### config.mk
export PLATFORM = sky130hd
export DESIGN_NAME = flag_alu
export DESIGN_NICKNAME = d
export VERILOG_FILES = /design/src/rtl/flag_alu.sv
export SDC_FILE = /design/constraint.sdc
export NUM_CORES = 1
export LEC_CHECK = 0
export ABC_AREA = 1
export ABC_CLOCK_PERIOD_IN_PS = 3970
export BUFFER_PORTS_ARGS = -buffer_cell sky130_fd_sc_hd__buf_2
export CAP_MARGIN = 30
export CORE_MARGIN = 2
export CORE_UTILIZATION = 40
export CTS_CLUSTER_SIZE = 8
export DETAILED_ROUTE_END_ITERATION = 12
export GPL_TIMING_DRIVEN = 0
export SLEW_MARGIN = 20
export SYNTH_ARGS = -nofsm -noshare
export SYNTH_HDL_FRONTEND = slang
export SYNTH_SLANG_ARGS = --single-unit
### constraint.sdc
create_clock -name clk -period 3.97 [get_ports clk]
set_input_delay 0.794 -clock clk [delete_from_list [all_inputs] [get_ports clk]]
set_output_delay 0.794 -clock clk [all_outputs]
set_load 0.02 [all_outputs]
### src/rtl/flag_alu.sv
module flag_alu #(
  parameter logic [7:0] RESET_STATUS = 8'h34
) (
  input  logic       clk,
  input  logic       rst,
  input  logic [4:0] op,
  input  logic [7:0] operand,
  input  logic [7:0] acc,
  input  logic [7:0] xval,
  input  logic [7:0] yval,
  input  logic [7:0] pull_byte,
  input  logic       status_we,
  output logic [7:0] result,
  output logic [7:0] status_next,
  output logic [7:0] status,
  output logic [7:0] push_byte
);
  localparam int FC = 0, FZ = 1, FI = 2, FD = 3, FV = 6, FN = 7;
  localparam logic [7:0] KEEP_MASK = 8'h30;

  localparam logic [4:0] OP_LOAD = 5'd0,  OP_XA   = 5'd1,  OP_XX   = 5'd2,  OP_XY   = 5'd3;
  localparam logic [4:0] OP_INCM = 5'd4,  OP_DECM = 5'd5,  OP_INCX = 5'd6,  OP_DECX = 5'd7;
  localparam logic [4:0] OP_INCY = 5'd8,  OP_DECY = 5'd9,  OP_SHL  = 5'd10, OP_SHR  = 5'd11;
  localparam logic [4:0] OP_ROTL = 5'd12, OP_ROTR = 5'd13, OP_CMPA = 5'd14, OP_CMPX = 5'd15;
  localparam logic [4:0] OP_CMPY = 5'd16, OP_TEST = 5'd17, OP_CLRC = 5'd18, OP_SETC = 5'd19;
  localparam logic [4:0] OP_CLRI = 5'd20, OP_SETI = 5'd21, OP_CLRD = 5'd22, OP_SETD = 5'd23;
  localparam logic [4:0] OP_CLRV = 5'd24, OP_PULL = 5'd25, OP_PUSH = 5'd26;

  logic [7:0] res;
  logic [7:0] nxt;
  logic       upd_nz;

  assign push_byte = status | KEEP_MASK;

  always_comb begin
    res    = 8'h00;
    nxt    = status;
    upd_nz = 1'b0;
    case (op)
      OP_LOAD: begin res = operand; upd_nz = 1'b1; end
      OP_XA:   begin res = acc;     upd_nz = 1'b1; end
      OP_XX:   begin res = xval;    upd_nz = 1'b1; end
      OP_XY:   begin res = yval;    upd_nz = 1'b1; end
      OP_INCM: begin res = operand + 8'd1; upd_nz = 1'b1; end
      OP_DECM: begin res = operand - 8'd1; upd_nz = 1'b1; end
      OP_INCX: begin res = xval + 8'd1;    upd_nz = 1'b1; end
      OP_DECX: begin res = xval - 8'd1;    upd_nz = 1'b1; end
      OP_INCY: begin res = yval + 8'd1;    upd_nz = 1'b1; end
      OP_DECY: begin res = yval - 8'd1;    upd_nz = 1'b1; end
      OP_SHL: begin
        res = {operand[6:0], 1'b0};
        nxt[FC] = operand[7];
        upd_nz = 1'b1;
      end
      OP_SHR: begin
        res = {1'b0, operand[7:1]};
        nxt[FC] = operand[0];
        upd_nz = 1'b1;
      end
      OP_ROTL: begin
        res = {operand[6:0], status[FC]};
        nxt[FC] = operand[7];
        upd_nz = 1'b1;
      end
      OP_ROTR: begin
        res = {status[FC], operand[7:1]};
        nxt[FC] = operand[0];
        upd_nz = 1'b1;
      end
      OP_CMPA: begin res = acc - operand;  nxt[FC] = acc >= operand;  upd_nz = 1'b1; end
      OP_CMPX: begin res = xval - operand; nxt[FC] = xval >= operand; upd_nz = 1'b1; end
      OP_CMPY: begin res = yval - operand; nxt[FC] = yval >= operand; upd_nz = 1'b1; end
      OP_TEST: begin
        res = acc;
        nxt[FZ] = (acc & operand) == 8'h00;
        nxt[FV] = operand[6];
        nxt[FN] = operand[7];
      end
      OP_CLRC: nxt[FC] = 1'b0;
      OP_SETC: nxt[FC] = 1'b1;
      OP_CLRI: nxt[FI] = 1'b0;
      OP_SETI: nxt[FI] = 1'b1;
      OP_CLRD: nxt[FD] = 1'b0;
      OP_SETD: nxt[FD] = 1'b1;
      OP_CLRV: nxt[FV] = 1'b0;
      OP_PULL: nxt = (pull_byte & ~KEEP_MASK) | (status & KEEP_MASK);
      OP_PUSH: res = push_byte;
      default: ;
    endcase
    if (upd_nz) begin
      nxt[FZ] = res == 8'h00;
      nxt[FN] = res[7];
    end
  end

  assign result      = res;
  assign status_next = nxt;

  always_ff @(posedge clk) begin
    if (rst)            status <= RESET_STATUS;
    else if (status_we) status <= status_next;
  end
endmodule

=== Word-level counts from Yosys, hierarchy flattened ===
Cells that the tools add are included.

* Flip-flop bits (word level): 8
* Output and inout bits: 32
* Word-level logic and storage cells: 59

* Add/subtract/negate cells: 9
* Magnitude comparators: 3
* Equal/unequal tests: 26
* Muxes and demuxes: 11
* Bitwise logic cells: 2
* Reduce and logical (&&, ||, !) cells: 7

{| class="wikitable"
|+ Operators by type and width
! cell !! count
|-
| 8-bit one-hot mux with 18 select lines || 1
|-
| 5-bit == test (second input constant) || 11
|-
| 5-bit by 4-bit == test with 1-bit output (second input constant) || 8
|-
| 8-bit by 1-bit adder with 8-bit output (second input constant) || 3
|-
| 8-bit >= comparator || 3
|-
| 8-bit by 1-bit subtractor with 8-bit output (second input constant) || 3
|-
| 8-bit subtractor || 3
|-
| 5-bit by 3-bit == test with 1-bit output (second input constant) || 4
|-
| 17-bit OR reduction || 1
|-
| 8-bit logical NOT || 2
|-
| 5-bit by 2-bit == test with 1-bit output (second input constant) || 2
|-
| 1-bit one-hot mux with 3 select lines || 3
|-
| 8-bit bitwise AND || 1
|-
| 8-bit by 6-bit OR with 8-bit output || 1
|-
| 1-bit one-hot mux with 8 select lines || 1
|-
| 2-bit OR reduction || 3
|-
| 5-bit by 1-bit == test with 1-bit output (second input constant) || 1
|-
| 5-bit logical NOT || 1
|-
| 1-bit one-hot mux with 2 select lines || 2
|-
| 1-bit two-way mux || 3
|-
| 2-bit two-way mux || 1
|}

=== Depth between registers and ports, before layout ===
Gate-level depths: netlist (run 1).

* Word-level depth: 5
* Mapped depth: 22

=== Worst setup path before layout (run 1) ===
OpenSTA, ideal clock, no wires.

* Path type: input -> output
* From: in operand[1]
* To: out status_next[1]
* Data arrival time: 2,739 ps
* Required time: 3,176 ps
* Setup slack: 437 ps
* Cell stages on the path: 14
* Buffers on the path: 0
* Cells stage by stage: inv_1 fa_1 or2_2 nand3_1 nand2_1 nor2_1 nand3_1 nor2_1 nand2_1 nor2_1 nand3_1 nor2_2 nand3_2 nand2_1

* Longest elaborated chain between the ends: 4

{| class="wikitable"
|+ Ends and longest elaborated chain
! item !! RTL line !! source
|-
| from (decl) || 7 || <nowiki>input logic [7:0] operand,</nowiki>
|-
| 8-bit subtractor, or another cell as far along || 72 || <nowiki>OP_CMPY: begin res = yval - operand; nxt[FC] = yval >= operand; upd_nz = 1'b1; end</nowiki>
|-
| 8-bit one-hot mux with 18 select lines (*) || 39 || <nowiki>case (op)</nowiki>
|-
| named net result[2] || 13 || <nowiki>output logic [7:0] result,</nowiki>
|-
| 8-bit logical NOT (*) || 91 || <nowiki>nxt[FZ] = res == 8'h00;</nowiki>
|-
| 1-bit two-way mux (*) || 90 || <nowiki>if (upd_nz) begin</nowiki>
|-
| to (decl) || 14 || <nowiki>output logic [7:0] status_next,</nowiki>
|}

The timed path passes the listed nets; every way through them passes the cells marked *.

=== Final worst setup path (run 1) ===
* From: in operand[1]
* To: out status_next[1]

* Longest elaborated chain between the ends: 4

{| class="wikitable"
|+ Ends and longest elaborated chain
! item !! RTL line
|-
| 8-bit subtractor, or another cell as far along || 72
|-
| 8-bit one-hot mux with 18 select lines / 8-bit logical NOT (equally long branches) || 39, 75
|-
| 8-bit logical NOT / 1-bit one-hot mux with 2 select lines (equally long branches) || 91, 39
|-
| 1-bit two-way mux (*) || 90
|}

Mark *: on every way between the ends. The rest lies on a longest branch, timed or not.

==> impl_metrics.json, run 1 <==
{
  "ff2ff_setup_slack_ns": 2.06,
  "num_rows": 35,
  "final_util_pct": 53.4,
  "synth_top_cell_area_share_pct": 20.9,
  "endpoint_kind": "primary output",
  "status": "completed",
  "final_net_count": 923,
  "yosysSeqAreaShare_pct": 3.12,
  "syn_inst": 727,
  "start_util_pct": 41.4,
  "min_to": "status[2]$_SDFFE_PP1P_",
  "syn_area_per_cell_um2": 5.29,
  "cts_hold_buf": 0,
  "fill_cells": 1019,
  "hold_start": "status[2]$_SDFFE_PP1P_",
  "leakagePower_uw": 0.00273,
  "instances_no_fill": 962,
  "cts_root_buffer": "clkbuf_8",
  "numPortBuffers": 71,
  "p_per_area_nw_per_um2": 148,
  "synth_seq_cells": 6,
  "fin_crit_sh_pct": 99.6,
  "grt_pass1_wl_um": 24600,
  "drv_cap": 0,
  "core_region_area_um2": 9280,
  "slowest_stage": "fa_2",
  "dp_cells": 932,
  "final.min_clock_period_ns": 3.96,
  "drive_gt1_share_pct": 25.6,
  "max_freq_mhz": 253,
  "antenna_found_initial": 0,
  "die_h_um": 102,
  "avgViaCountPerCell": 5.53,
  "grt_max_degree": 12,
  "grt_pass1_vias": 4813,
  "timing.rr.start": "status[3]$_SDFFE_PP0P_",
  "whs_path_depth": 2,
  "synth_warnings": 0,
  "synth.area.top_cells": "nand2_1 (21%), ha_1 (12%), nand3_1 (11%)",
  "grtUsageTotal_pct": 30.1,
  "max_stage_delay_ns": 0.41,
  "crit_path_cell_trace": "buf_12 -> clkinvlp_4 -> buf_12 -> fa_2 -> or2_4 -> nand3_1 -> nand2_1 -> nor2_1 -> nand3_1 -> nor2_1 -> nand2_1 -> nor2_2 -> nand3_1 -> nor2_2 -> nand3_2 -> nand2_2 -> buf_6",
  "grt_remaining_overflow": 0,
  "ir_worst_vdd_uv": 173,
  "first_pass_iters": 7,
  "cts_tree": "yes",
  "antenna_left": 0,
  "start_kind": "input pin",
  "worst_hold_slack_ns": 0.616,
  "max_slew.worst_pin.slew_ns": 0.810,
  "wl_per_cell_um": 16.3,
  "reg_top3": "status: 6 flops",
  "critPathKind": "input pin to primary output",
  "gp_congestion": 1.03,
  "netlist_area_um2": 3840,
  "largest_reg_flops": 6,
  "required_ns": 3.18,
  "hp-class": "flip-flop to flip-flop",
  "cts_sinks": 6,
  "clk_transition_reported_paths_ns": 0.03,
  "finalSetupViolCount": 0,
  "cts_max_path_buffers": 2,
  "clk-insertion-delay-late_ns": 0.23,
  "die-width_um": 102,
  "die-area_um2": 10400,
  "drt_iter0_markers": 491,
  "place_hpwl_um": 12300,
  "reg2reg_depth": 13,
  "maxSlewHeadroom_pct": 45.8,
  "synth_cell_types": 43,
  "drc": 0,
  "r2r-end": "status[1]$_SDFFE_PP0P_",
  "num_vias": 5322,
  "worst_ep_arrival_time_ns": 3.16,
  "finalHoldViolations": 0,
  "layout_common_cells": "nand2_1 (209), inv_1 (103), nand3_1 (80)",
  "synth_top_cell_by_area": "nand2_1",
  "finalPower_uw": 734,
  "drv_slew": 0,
  "cts_buffers": 3,
  "antenna_cells": 0,
  "ctsHtreeMaxLevel": 1,
  "regMostFlops": "status",
  "area_growth_pct": 28.8,
  "critPathMostFrequentCell": "nand3_1",
  "final.setup_skew_ns": 0.00508,
  "rsz0062_at_grt": "yes",
  "critPathMaxFanout": 6,
  "wl_um": 15700,
  "mostFrequentLayoutCell": "nand2_1",
  "ios": 80
}
[cell usage after synthesis, drive strengths merged]
cell type / n
nand2: 226
inv: 121
nand3: 92
nor2: 80
o21ai: 42
ha: 37
a21oi: 30
buf: 19
nand4: 13
nor3: 9
a41oi: 8
dfxtp: 6
o211ai: 5
or2: 5
fa: 3
nand3b: 3
o21bai: 3
o221ai: 3
o22ai: 3
xnor2: 3
a21boi: 2
nor4: 2
a211oi: 1
a21o: 1
a22oi: 1
a31oi: 1
a32oi: 1
and2: 1
clkinv: 1
conb: 1
o2111ai: 1
o21a: 1
o31a: 1
xor2: 1
[worst max-delay path by stage]
stage / start / endpoint / slack, ns
after detailed placement: operand[1] / status_next[1] / -0.41
after floorplan: operand[1] / status_next[1] / 0.44
after global routing: operand[4] / status_next[1] / -0.07
after CTS: operand[3] / status_next[1] / 0.003
final: operand[1] / status_next[1] / 0.01
after global placement: operand[1] / status_next[1] / -0.36
[final cells by class]
| class | count | area [µm²] | share of cell area [%] |
|---|---|---|---|
| Tap cell | 129 | 161 | 3.26 |
| Multi-Input combinational cell | 585 | 3370 | 68.0 |
| Buffer | 19 | 156 | 3.16 |
| Sequential cell | 6 | 120 | 2.42 |
| Timing Repair Buffer | 98 | 629 | 12.7 |
| Inverter | 122 | 475 | 9.60 |
| Clock buffer | 3 | 41.3 | 0.834 |
[where the power goes]
part           total, µW  internal (µW)  switching, µW
Sequential          70.5           65.2           5.35
Clock               93.1           65.3           27.8
Combinational        571            215            356
Total                734            345            389
[metal layers]
metal	vias up	share of wire (%)	GRT usage [%]
met5	-	0	0
met4	0	3.1	10.7
met3	41	11	2.26
met2	310	44	47.8
met1	2386	42	42.9
li1	2585	-	-
[cells by family after synthesis]
| logic type | after synthesis | synth area share, % |
|---|---|---|
| AND/OR/NAND/NOR | 431 | 50.7 |
| buffers and inverters | 141 | 15.7 |
| AO/OA/AOI/OAI | 104 | 15.9 |
| adder cells (fa/ha/maj) | 40 | 13.6 |
| flip-flops | 6 | 3.12 |
| XOR/XNOR | 4 | 0.911 |
| other | 1 | 0.0975 |
[what timing repair did]
action                     4_1_cts  5_1_grt
pin swaps                        4       29
gates resized for setup         29       52
setup endpoints to repair        3        5
setup buffers                   15       12
[through the flow]
step / worst slack (ns) / instance area, µm² / TNS [ns]
floorplan: 0.437 / 3860 / 0
global route: -0.0676 / 4950 / -0.0676
finish: 0.0146 / 4950 / 0
detailed placement: -0.409 / 4380 / -0.898
CTS: 0.00318 / 4640 / 0
global placement: -0.362 / 4380 / -0.743
[worst max-delay path, delay by kind of cell]
kind / cells / cell delay, ns
simple gates: 12 / 1.42
buf+inv: 4 / 0.51
fa+ha+maj: 1 / 0.41
(Power assumes the default switching activity.)
==> run 2: changes to the inputs <==
CORE_ASPECT_RATIO = 1.4   (was unset)
REMOVE_ABC_BUFFERS = 1   (was unset)
==> impl_metrics.json, run 2 (synthesis results as in run 1) <==
{
  "status": "completed",
  "cts_hold_buf": 0,
  "regMostFlops": "status",
  "critPathMaxFanout": 7,
  "first_pass_iters": 5,
  "crit_path_cell_trace": "buf_4 -> clkinvlp_4 -> buf_4 -> ha_4 -> nand2_1 -> inv_1 -> a21oi_2 -> o21a_1 -> o21ai_0 -> a21oi_1 -> nor2_2 -> nand3_2 -> nor2_2 -> nand3_2 -> nand2_2 -> buf_6",
  "ctsHtreeMaxLevel": 1,
  "cts_root_buffer": "clkbuf_16",
  "wl_um": 15500,
  "die_h_um": 120,
  "drv_slew": 0,
  "avgViaCountPerCell": 5.55,
  "num_vias": 5189,
  "p_int_uw": 404,
  "worst_ep_arrival_time_ns": 3.13,
  "worstPathBufferInverterCount": 5,
  "rsz0062_at_grt": "yes",
  "grt_pass1_wl_um": 23900,
  "grt_max_degree": 14,
  "ir_worst_vdd_uv": 270,
  "num_rows": 42,
  "clk-insertion-delay-late_ns": 0.23,
  "antenna_left": 0,
  "final.setup_skew_ns": 0.000856,
  "start_kind": "input pin",
  "cts_max_path_buffers": 2,
  "instances_no_fill": 935,
  "numPortBuffers": 71,
  "combPwrFrac_pct": 70.9,
  "antenna_cells": 0,
  "drt_iter0_markers": 335,
  "cts_sinks": 6,
  "area_growth_pct": 29.2,
  "start_util_pct": 40.9,
  "max_freq_mhz": 255,
  "max_stage_delay_ns": 0.28,
  "layout_common_cells": "nand2_1 (208), inv_1 (101), nand3_1 (76)",
  "pwr-share-seq_pct": 8.7,
  "swShare_pct": 49.6,
  "place_hpwl_um": 12300,
  "drive_gt1_share_pct": 26.3,
  "gp_congestion": 0.951,
  "final_net_count": 915,
  "antenna_found_initial": 0,
  "critical-path-top-delay-family": "buffers and inverters",
  "grt_pass1_vias": 4654,
  "die-width_um": 86.9,
  "final.min_clock_period_ns": 3.93,
  "endpoint_kind": "primary output",
  "dpl_worst_slack_ns": -0.433,
  "mostFrequentLayoutCell": "nand2_1",
  "hp-class": "flip-flop to flip-flop",
  "drv_cap": 0,
  "max_slew.worst_pin.slew_ns": 0.700,
  "p_per_area_nw_per_um2": 161,
  "place_area_um2": 4210,
  "required_ns": 3.18,
  "dp_cells": 894,
  "wl_per_cell_um": 16.5,
  "final_util_pct": 52.8,
  "switching_power_uw": 396,
  "fin_crit_sh_pct": 99.0,
  "die-area_um2": 10400,
  "clk_transition_reported_paths_ns": 0.03,
  "design_area_um2": 4970,
  "leakagePower_uw": 0.00273,
  "slowest_stage": "ha_4",
  "drc": 0,
  "core_region_area_um2": 9410,
  "grtUsageTotal_pct": 29.1,
  "maxSlewHeadroom_pct": 53.2,
  "critPathKind": "input pin to primary output",
  "ios": 80,
  "largest_reg_flops": 6,
  "finalHoldViolations": 0,
  "grt_remaining_overflow": 0,
  "finalSetupViolCount": 0,
  "cts_tree": "yes",
  "p_clk_share_pct": 20.4,
  "setup_ws_ns": 0.0411,
  "cts_buffers": 3,
  "reg_top3": "status: 6 flops"
}
[run 2: metal layers]
layer	up-vias	share of wire [%]	global-route usage (%)
met5	-	0	0
met4	0	4.5	11.4
met3	42	6.0	2.27
met2	231	50	52.1
met1	2355	39	35.3
li1	2561	-	-
[run 2: per-stage QoR]
| stage | hold WS, ns | power, µW | TNS (ns) |
|---|---|---|---|
| finish | 0.575 | 800 | 0 |
| global route | 0.621 | 865 | -0.0680 |
| detailed placement | 0.575 | 537 | -0.939 |
| CTS | 0.587 | 738 | 0 |
| global placement | 0.596 | 533 | -0.885 |
| floorplan | 0.728 | 377 | 0 |
[run 2: path summary, 6_finish.rpt]
| kind | depth (start not counted) | end | slack (ns) | startpoint |
|---|---|---|---|---|
| max | 16 | status_next[1] | 0.04 | operand[3] |
| min | 2 | status[2]$_SDFFE_PP1P_ | 0.58 | status[2]$_SDFFE_PP1P_ |
| max reg2reg | 13 | status[1]$_SDFFE_PP0P_ | 2.13 | status[0]$_SDFFE_PP0P_ |
| min reg2reg | 2 | status[2]$_SDFFE_PP1P_ | 0.58 | status[2]$_SDFFE_PP1P_ |
[run 2: area by class of cell]
type	count	area, µm²
well taps	110	138
multi-input cells	585	3440
repair buffers	109	709
clock buffers	3	75.1
flip-flops and latches	6	120
fillers	976	4440
inverters	122	480
[run 2: timing repair]
action,CTS,global route
cloned,0,0
endpoints found under the setup margin,5,4
gates resized for setup,31,63
setup buffers,18,20
pin swaps,10,28
[run 2: worst reg2reg max path, delay by kind of cell, from the launching register on]
family                 cells  cell delay, ns
DFF                        1            0.34
buffers and inverters      2            0.13
AOI/OAI and AO/OA          1            0.08
and+or+nand+nor           10            1.23
[run 2: power by group through the flow]
stage / Sequential, µW / Combinational [µW] / Clock [µW]
after CTS: 69.9 / 503 / 166
final: 69.8 / 567 / 163
after global routing: 70.4 / 624 / 170
after global placement: 70.8 / 462 / 0
after floorplan: 81.0 / 296 / 0
after detailed placement: 70.7 / 466 / 0
